`src/rtl/clock_victim_pkg.sv`:
```
package clock_victim_pkg;
  typedef enum logic {
    ST_IDLE  = 1'b0,
    ST_SWEEP = 1'b1
  } sel_state_e;
endpackage

```
`src/rtl/clock_victim_hand.sv`:
```
module clock_victim_hand #(
  parameter int SETS = 64,
  parameter int IDXW = 4,
  localparam int SETW = (SETS > 1) ? $clog2(SETS) : 1
) (
  input  logic            clk,
  input  logic            rst,
  input  logic            rd_en,
  input  logic [SETW-1:0] rd_set,
  output logic [IDXW-1:0] rd_hand,
  input  logic            wr_en,
  input  logic [SETW-1:0] wr_set,
  input  logic [IDXW-1:0] wr_hand
);
  logic [IDXW-1:0] mem [SETS];
  logic [SETS-1:0] touched;
  logic [IDXW-1:0] mem_q;
  logic            touched_q;

  // storage array without reset so that it can map to block RAM
  always_ff @(posedge clk) begin
    if (wr_en) mem[wr_set] <= wr_hand;
    if (rd_en) mem_q <= mem[rd_set];
  end

  // a set never written since reset reads as way 0
  always_ff @(posedge clk) begin
    if (rst) begin
      touched   <= '0;
      touched_q <= 1'b0;
    end else begin
      if (wr_en) touched[wr_set] <= 1'b1;
      if (rd_en) touched_q <= touched[rd_set];
    end
  end

  assign rd_hand = touched_q ? mem_q : '0;
endmodule

```
`src/rtl/clock_victim_mask.sv`:
```
module clock_victim_mask #(
  parameter int WAYS = 16,
  localparam int IDXW = $clog2(WAYS)
) (
  input  logic [WAYS-1:0] way_vld,
  input  logic [WAYS-1:0] way_prio,
  input  logic [WAYS-1:0] way_ref,
  output logic [WAYS-1:0] eligible,
  output logic            has_free,
  output logic [IDXW-1:0] free_idx
);
  logic [WAYS-1:0] cold_low;
  logic            any_cold_low;

  genvar g;
  generate
    for (g = 0; g < WAYS; g++) begin : g_way
      assign cold_low[g] = way_vld[g] & ~way_prio[g] & ~way_ref[g];
      assign eligible[g] = ~way_prio[g] | ~any_cold_low;
    end
  endgenerate

  assign any_cold_low = |cold_low;
  assign has_free     = ~&way_vld;

  // lowest-numbered invalid way
  always_comb begin
    free_idx = '0;
    for (int i = WAYS - 1; i >= 0; i--) begin
      if (!way_vld[i]) free_idx = IDXW'(i);
    end
  end
endmodule

```
`src/rtl/clock_victim_sel.sv`:
```
module clock_victim_sel
  import clock_victim_pkg::*;
#(
  parameter int WAYS = 16,
  parameter int SETS = 64,
  localparam int IDXW = $clog2(WAYS),
  localparam int SETW = (SETS > 1) ? $clog2(SETS) : 1
) (
  input  logic            clk,
  input  logic            rst,
  input  logic            req_valid,
  input  logic            req_hit,
  input  logic            req_high,
  input  logic [SETW-1:0] req_set,
  input  logic [IDXW-1:0] req_way,
  input  logic [WAYS-1:0] req_vld,
  input  logic [WAYS-1:0] req_prio,
  input  logic [WAYS-1:0] req_ref,
  output logic            ready,
  output logic            done,
  output logic [IDXW-1:0] victim_way,
  output logic [WAYS-1:0] ref_out
);
  localparam logic [WAYS-1:0] ONE = WAYS'(1);

  sel_state_e      state_q;
  logic [SETW-1:0] set_q;
  logic [WAYS-1:0] ref_w_q;
  logic [WAYS-1:0] elig_q;
  logic [IDXW-1:0] ptr_q;
  logic            first_q;
  logic            done_q;
  logic [IDXW-1:0] victim_q;
  logic [WAYS-1:0] ref_out_q;

  logic [WAYS-1:0] elig;
  logic            has_free;
  logic [IDXW-1:0] free_idx;
  logic [IDXW-1:0] hand_rd;
  logic [IDXW-1:0] cur;
  logic [IDXW-1:0] cur_next;
  logic            accept;
  logic            pick;

  function automatic logic [IDXW-1:0] step(input logic [IDXW-1:0] i);
    return (i == IDXW'(WAYS - 1)) ? '0 : i + 1'b1;
  endfunction

  assign ready    = (state_q == ST_IDLE);
  assign accept   = req_valid & ready;
  assign cur      = first_q ? hand_rd : ptr_q;
  assign cur_next = step(cur);
  assign pick     = (state_q == ST_SWEEP) & elig_q[cur] & ~ref_w_q[cur];

  clock_victim_mask #(.WAYS(WAYS)) i_mask (
    .way_vld  (req_vld),
    .way_prio (req_prio),
    .way_ref  (req_ref),
    .eligible (elig),
    .has_free (has_free),
    .free_idx (free_idx)
  );

  clock_victim_hand #(.SETS(SETS), .IDXW(IDXW)) i_hand (
    .clk     (clk),
    .rst     (rst),
    .rd_en   (accept),
    .rd_set  (req_set),
    .rd_hand (hand_rd),
    .wr_en   (pick),
    .wr_set  (set_q),
    .wr_hand (cur_next)
  );

  always_ff @(posedge clk) begin
    if (rst) begin
      state_q   <= ST_IDLE;
      set_q     <= '0;
      ref_w_q   <= '0;
      elig_q    <= '0;
      ptr_q     <= '0;
      first_q   <= 1'b0;
      done_q    <= 1'b0;
      victim_q  <= '0;
      ref_out_q <= '0;
    end else begin
      done_q <= 1'b0;
      unique case (state_q)
        ST_IDLE: begin
          if (accept) begin
            set_q <= req_set;
            if (req_hit || req_high) begin
              done_q    <= 1'b1;
              victim_q  <= req_way;
              ref_out_q <= req_ref | (ONE << req_way);
            end else if (has_free) begin
              done_q    <= 1'b1;
              victim_q  <= free_idx;
              ref_out_q <= req_ref | (ONE << free_idx);
            end else begin
              ref_w_q <= req_ref;
              elig_q  <= elig;
              first_q <= 1'b1;
              state_q <= ST_SWEEP;
            end
          end
        end
        ST_SWEEP: begin
          first_q <= 1'b0;
          if (pick) begin
            done_q    <= 1'b1;
            victim_q  <= cur;
            ref_out_q <= ref_w_q | (ONE << cur);
            state_q   <= ST_IDLE;
          end else begin
            if (elig_q[cur]) ref_w_q[cur] <= 1'b0;
            ptr_q <= cur_next;
          end
        end
        default: state_q <= ST_IDLE;
      endcase
    end
  end

  assign done       = done_q;
  assign victim_way = victim_q;
  assign ref_out    = ref_out_q;
endmodule

```
`config.mk`:
```
export PLATFORM = sky130hd
export DESIGN_NAME = clock_victim_sel
export DESIGN_NICKNAME = d
export VERILOG_FILES = /design/src/rtl/clock_victim_pkg.sv /design/src/rtl/clock_victim_hand.sv /design/src/rtl/clock_victim_mask.sv /design/src/rtl/clock_victim_sel.sv
export SDC_FILE = /design/constraint.sdc
export NUM_CORES = 1
export LEC_CHECK = 0
export BUFFER_PORTS_ARGS = -buffer_cell sky130_fd_sc_hd__buf_2
export CORE_ASPECT_RATIO = 1.25
export CORE_MARGIN = 2
export CORE_UTILIZATION = 36
export CTS_CLUSTER_DIAMETER = 120
export DETAILED_ROUTE_END_ITERATION = 6
export GPL_ROUTABILITY_DRIVEN = 0
export PLACE_DENSITY = 0.57
export SYNTH_ARGS = -nofsm -noshare
export SYNTH_HDL_FRONTEND = slang
export SYNTH_SLANG_ARGS = --single-unit
```
`constraint.sdc`:
```
create_clock -name clk -period 3.57 [get_ports clk]
set_input_delay 0.1785 -clock clk [delete_from_list [all_inputs] [get_ports clk]]
set_output_delay 0.1785 -clock clk [all_outputs]
set_load 0.1 [all_outputs]
```
* After elaboration in Yosys (flattened, before gate mapping) *
Memories as Yosys holds them, arrays and structs flattened. A register that Yosys moved wholly into a read port is not among the register bits.
Index checks and enable logic that the tools add are counted.

storage, ports and cells
  memories kept = 1
  output and inout port bits = 22
  word-level logic and storage cells = 194
  ROM bits = 0
  latch bits = 0
  input bits = 63
  memory bits (writable) = 256
  register bits after elaboration = 130

memories
  name        words  width  rd ports  clocked after Yosys merged registers in  wr ports  line                     source
  i_hand.mem  64     4      1         1                                        1         clock_victim_hand.sv:15  logic [IDXW-1:0] mem [SETS];

operators by class
  equality and inequality tests = 8
  add/subtract/negate cells = 1
  multiply operators = 0
  shifts and indexed selects = 3
  muxes and demuxes = 60
  bitwise logic cells = 94
  div/mod/pow operators = 0
  reductions and logical operators = 11
  $lt $le $gt $ge = 5

operator list
  kind                  count
  $mux 16               9
  $mux 4                23
  $or 64x64->64         1
  $pmux 16 s2           2
  $or 16x16->16         3
  $shl 1x4->16 const A  3
  $not 1->1             37
  $and 1x1->1           35
  $reduce_and 19->1     1
  $mux 1                17
  $and 16x16->16        1
  $not 16->16           1
  $or 1x1->1            16
  $reduce_and 16->1     1
  $reduce_or 16->1      1
  $lt 6x7->1 const B    2
  $bmux 1 s4            2
  $ne 2x1->1 const B    4
  $pmux 4 s2            1
  $bmux 1 s6            1
  $demux 1 s6           1
  $ge 6x1->1 const B    1
  $pmux 1 s2            3
  $reduce_and 3->1      2
  other kinds (11)      14

* Logic depth before layout (Yosys ltp) *
  word-level depth = 22
  depth in mapped cells = 12
  gate-level depth less buffers = 9

* By module *
A second synthesis with hierarchy kept.

unflattened totals
  cell total of the unflattened synthesis = 1299
  area total of the unflattened synthesis = 16963.8 µm²

modules (own cells, without submodules)
  module             cells an instance  instances  sequential area each (µm²)  area each (µm²)
  clock_victim_hand  729                1          9108.7                      12612.1
  clock_victim_sel   500                1          1301.2                      3958.8
  clock_victim_mask  70                 1          0.0                         392.9

* Worst setup path after synthesis *
OpenSTA, ideal clock, no wires.

  path type = register -> register
  start = register ptr_q[1]
  end = memory i_hand.mem[0][2] (data pin)
  data required time = 3.014 ns
  buffers on the path = 0
  data arrival time = 3.285 ns
  setup slack = -0.271 ns
  stages on the path, launching flop included = 7
  library setup time = 0.556 ns
  clock period less this slack = 3.841 ns
  cell sequence = dfxtp_1 -> nor2b_2 -> nor2_8 -> inv_2 -> ha_1 -> ha_1 -> a21oi_1

on the way
  word-level cells in the longest chain between the ends = 3
  elaborated cells between the ends (all ways) = 4
  classes of those cells = 1 x add/sub; 1 x eq/ne; 2 x mux

RTL lines
  what                                              line                     source
  from (decl)                                       clock_victim_sel.sv:30   logic [IDXW-1:0] ptr_q;
  from (signal assigned)                            clock_victim_sel.sv:117  ptr_q <= cur_next;
  $mux 4 *                                          clock_victim_sel.sv:51   assign cur = first_q ? hand_rd : ptr_q;
  $add 4x1->4 / $eq 4x4->1 (equally long branches)  clock_victim_sel.sv:46   return (i == IDXW'(WAYS - 1)) ? '0 : i + 1'b1;
  $mux 4 *                                          clock_victim_sel.sv:46
  named net cur_next[2]                             clock_victim_sel.sv:41   logic [IDXW-1:0] cur_next;
  to (decl)                                         clock_victim_hand.sv:15

Mark *: on every way through the listed nets, which the timed path passes. The rest lies on a longest branch.

* Worst setup path after layout *
  start = register i_hand.touched_q
  end = memory i_hand.mem[0][0] (enable)

on the way
  word-level cells in the longest chain between the ends = 8
  elaborated cells between the ends (all ways) = 11
  classes of those cells = 8 x mux; 3 x bitwise

RTL lines
  what                                             line                     source
  from (decl)                                      clock_victim_hand.sv:18  logic touched_q;
  from (signal assigned)                           clock_victim_hand.sv:33  if (rd_en) touched_q <= touched[rd_set];
  $mux 4 *                                         clock_victim_hand.sv:37  assign rd_hand = touched_q ? mem_q : '0;
  $mux 4 *                                         clock_victim_sel.sv:51
  $bmux 1 s4                                       clock_victim_sel.sv:53   assign pick = (state_q == ST_SWEEP) & elig_q[cur] & ~ref_w_q[cur];
  $mux 1 (not written as such)                     clock_victim_sel.sv:53
  $and 1x1->1 / $not 1->1 (equally long branches)  clock_victim_sel.sv:53
  $and 1x1->1 *                                    clock_victim_sel.sv:53
  $mux 1 *                                         clock_victim_hand.sv:22  if (wr_en) mem[wr_set] <= wr_hand;
  $mux 1 (not written as such) *                   clock_victim_hand.sv:22

Every way passes the cells marked *; elsewhere a longest branch is shown, timed or not. The select of a mux whose other input is x is not followed.

==> flow_summary.yaml <==
outcome:
  status: "finished clean"
route:
  drt-total-wl_um: 48200
  viasPerCell: 5.67
  via_count: 11532
  ant_nets: 0
  firstDrtPassIters: 5
  first_iter_violations: 1013
  drc: 0
  wl_per_cell_um: 23.7
min_path:
  hold-path-endpoint: "ref_w_q[0]"
  min_path_cells: 3
  min_from: "req_ref[0]"
  holdCritPathClass: "in2reg"
logic_synthesis:
  synth_edf_count: 260
  syn-num-nets: 1323
  ys_ff_latch: 390
  synth_compound_area_share_pct: 13.1
  syn_avg_cell_area_um2: 14.0
  synth_top_family_by_area: "multiplexers"
  synthMuxAreaShare_pct: 14.5
  synthXorXnorAreaFrac_pct: 0
  syn_area_um2: 17500
  synth-simple-area-share_pct: 8.15
  synth_adder_area_share_pct: 0.428
  ys_dominant_reg_cell: "edfxtp_1"
  yosysUniqueCellTypes: 67
  ys_warn_count: 0
  synthCells: 1254
  synth_top_area_cell: "edfxtp_1"
  seq_area_frac_synth_pct: 59.4
  yosysTopAreaCellShare_pct: 44.5
  netlist_top_cells_area: "edfxtp_1 (45%), dfxtp_1 (15%), mux4_2 (13%)"
  synthArstFlopShare_pct: 0
power_and_ir_drop:
  p_int_mw: 7.55
  p_clk_share_pct: 44.6
  seqPwrFrac_pct: 48.9
  powerDensity_nw_per_um2: 481
  p_sw_share_pct: 23.2
  comb_power_share_pct: 6.5
  power.total_mw: 9.83
  peakVddDrop_mv: 0.322
  p_sw_mw: 2.28
  power_leakage_nw: 6.06
grt:
  grt_pass1_wl_um: 73800
  grt_overflow: 0
  antenna_found_initial: 1
  grt_max_degree: 66
  grt_pass1_vias: 11850
  track_usage_pct: 19.0
cts:
  root_buffer: "clkbuf_16"
  clock_path_buffers: 3
  worstSkewPairLatency_ps: 570
  clk_pin_slew_worst_paths_ps: 70
  cts_buffers: 41
  post_cts_buffers: 0
  cts_resized: 0
  tritoncts: "done"
  cts.htree.levels: 2
  clock-sinks: 390
sta:
  period_share_pct: 93.3
  worstMarginPinSlew_ps: 1160
  max_slew_margin_pct: 22.6
  rsz0062_at_grt: "no"
  period_needed_ps: 3330
  finalMaxSlewViolations: 0
  fmaxAchievable_ghz: 0.300
  fin_skew_ps: 32.8
  tns_ps: 0
  hold_violations: 0
  setup_viol: 0
floorplanning:
  die_h_um: 251
  placementRows: 90
  num_io_pins: 85
  initial_utilization_pct: 36.4
  core_area_um2: 48200
  die-area_um2: 50500
  dieWidth_um: 201
worst_setup_path:
  worstPathArrival_ps: 3530
  crit_type: "reg2reg"
  crit_slowest_cell: "nor3_1"
  critPathCaptureType: "flop"
  rr_endpoint: "i_hand.mem[0][0]"
  required_ps: 3770
  critPathLaunchType: "flop"
  reg2reg_depth: 9
  cpPeakStageDelay_ps: 610
  cp_top_family: "simple AND/OR/NAND/NOR gates"
  critical_path.cell_chain: "and3_4, nor2_8, inv_2, mux2_4, a2111oi_2, and3_1, nand2_4, buf_4, nor3_1"
  crit_fanout: 29
  reg2reg_slack_ps: 240
  cp.buffers_inverters: 2
  reg2reg_from: "i_hand.touched_q"
placed_design:
  dp_cells: 1928
  hpwl_um: 32000
  dpl-instance-area_um2: 18800
  io_buffers: 84
finish:
  fin_area_um2: 20400
  nets: 1425
  drive_above_1_share_pct: 26.6
  area_growth_pct: 16.6
  finalNonFillerCells: 2034
job:
  drv_cap: 0
## cell usage in the layout, fill, tap and decap left out, drive strengths merged, types with 51 or more instances in the layout
cell	netlist	final
a211oi	65	65
a21oi	78	78
buf	49	131
dfxtp	130	130
edfxtp	260	260
inv	77	79
mux4	105	105
nand2	60	60
nor2	51	51
nor3	61	61
o32ai	65	65
## timing repair
action / in CTS / in global routing
endpoints found under the setup margin: 0 / 0
endpoints found under the hold margin: 29 / 0
hold buffers: 29 / 0
## synth_stat cells, types with 3 or more instances
library cell / instances
nor4_2: 7
ha_1: 6
o32ai_2: 34
dfxtp_1: 130
a211oi_1: 64
buf_2: 24
a211o_1: 3
edfxtp_1: 260
and2_1: 3
a21oi_1: 77
a22oi_1: 9
nor2b_1: 4
nand2b_1: 16
a32oi_1: 3
or2_2: 4
o32ai_1: 31
and3_1: 5
a31oi_1: 12
clkbuf_1: 52
nand4_1: 5
buf_6: 9
nand3b_1: 11
nor2_1: 50
o31ai_1: 3
mux4_2: 105
a2111oi_0: 4
or3b_2: 3
inv_1: 76
o21ai_0: 19
nor3b_1: 9
a21o_1: 5
a221oi_1: 4
o2111ai_1: 3
nand2_1: 59
nor3_1: 61
mux2i_1: 14
or3_1: 4
buf_1: 15
nand3_1: 15
## cell type report
class / count / area (um^2)
clock inverters: 30 / 318
fillers: 4425 / 27800
well taps: 644 / 806
diodes: 1 / 2.50
flip-flops and latches: 390 / 10400
clock buffers: 46 / 1080
repair buffers: 160 / 1150
multi-input cells: 685 / 6390
inverters: 78 / 293
## worst max-delay path by stage
| stage | from | to | depth (start not counted) |
|---|---|---|---|
| floorplan | first_q | i_hand.mem[0][0] | 6 |
| global placement | i_hand.touched_q | i_hand.mem[0][2] | 9 |
| detailed placement | i_hand.touched_q | i_hand.mem[0][0] | 9 |
| CTS | i_hand.touched_q | i_hand.mem[25][0] | 9 |
| global route | i_hand.touched_q | i_hand.mem[0][0] | 9 |
| finish | i_hand.touched_q | i_hand.mem[0][0] | 9 |
## power groups by stage
stage / Combinational, mW / Sequential (mW) / Clock, mW
finish: 0.637 / 4.81 / 4.39
global route: 0.671 / 4.81 / 4.64
CTS: 0.636 / 4.81 / 4.46
detailed placement: 0.610 / 4.91 / 0
global placement: 0.610 / 4.90 / 0
floorplan: 0.298 / 5.01 / 0
## routing by layer
| layer | share of wire (%) | GRT usage (%) | up-vias |
|---|---|---|---|
| li1 | - | - | 5179 |
| met1 | 41 | 23.8 | 5849 |
| met2 | 51 | 33.5 | 395 |
| met3 | 4.3 | 2.42 | 109 |
| met4 | 3.7 | 7.52 | 0 |
| met5 | 0 | 0 | - |
## per-stage QoR
stage,util (%),setup slack [ps],hold WS (ps)
finish,42.4,240,22.1
global route,42.4,34.3,24.9
CTS,42.4,280,2.36
detailed placement,38.9,280,384
global placement,38.9,427,388
floorplan,-,72.9,274
## cell families (layout without fill, tap and decap cells)
logic type / Yosys count / count (layout)
mux: 122 / 122
compound gates: 288 / 288
other cells: 0 / 1
buf+inv: 179 / 314
fa+ha+maj: 6 / 6
simple gates: 269 / 269
flops: 390 / 390
## worst reg2reg max path, cell delays in order, from the launching register on
cell       delay [ps]
dfxtp_1           490
and3_4            310
nor2_8             70
inv_2             140
mux2_4            320
a2111oi_2         390
and3_1            300
nand2_4            90
buf_4             270
nor3_1            620
## sequential cells by signal, indices dropped and copies added, names as in the netlist
| register | cells |
|---|---|
| i_hand.mem | 256 |
| i_hand.touched | 64 |
| elig_q | 16 |
| ref_out | 16 |
| ref_w_q | 16 |
| set_q | 6 |
| i_hand.mem_q | 4 |
| ptr_q | 4 |
| victim_way | 4 |
| done | 1 |
| first_q | 1 |
| i_hand.touched_q | 1 |
| state_q | 1 |
(Power assumes the default switching activity.)
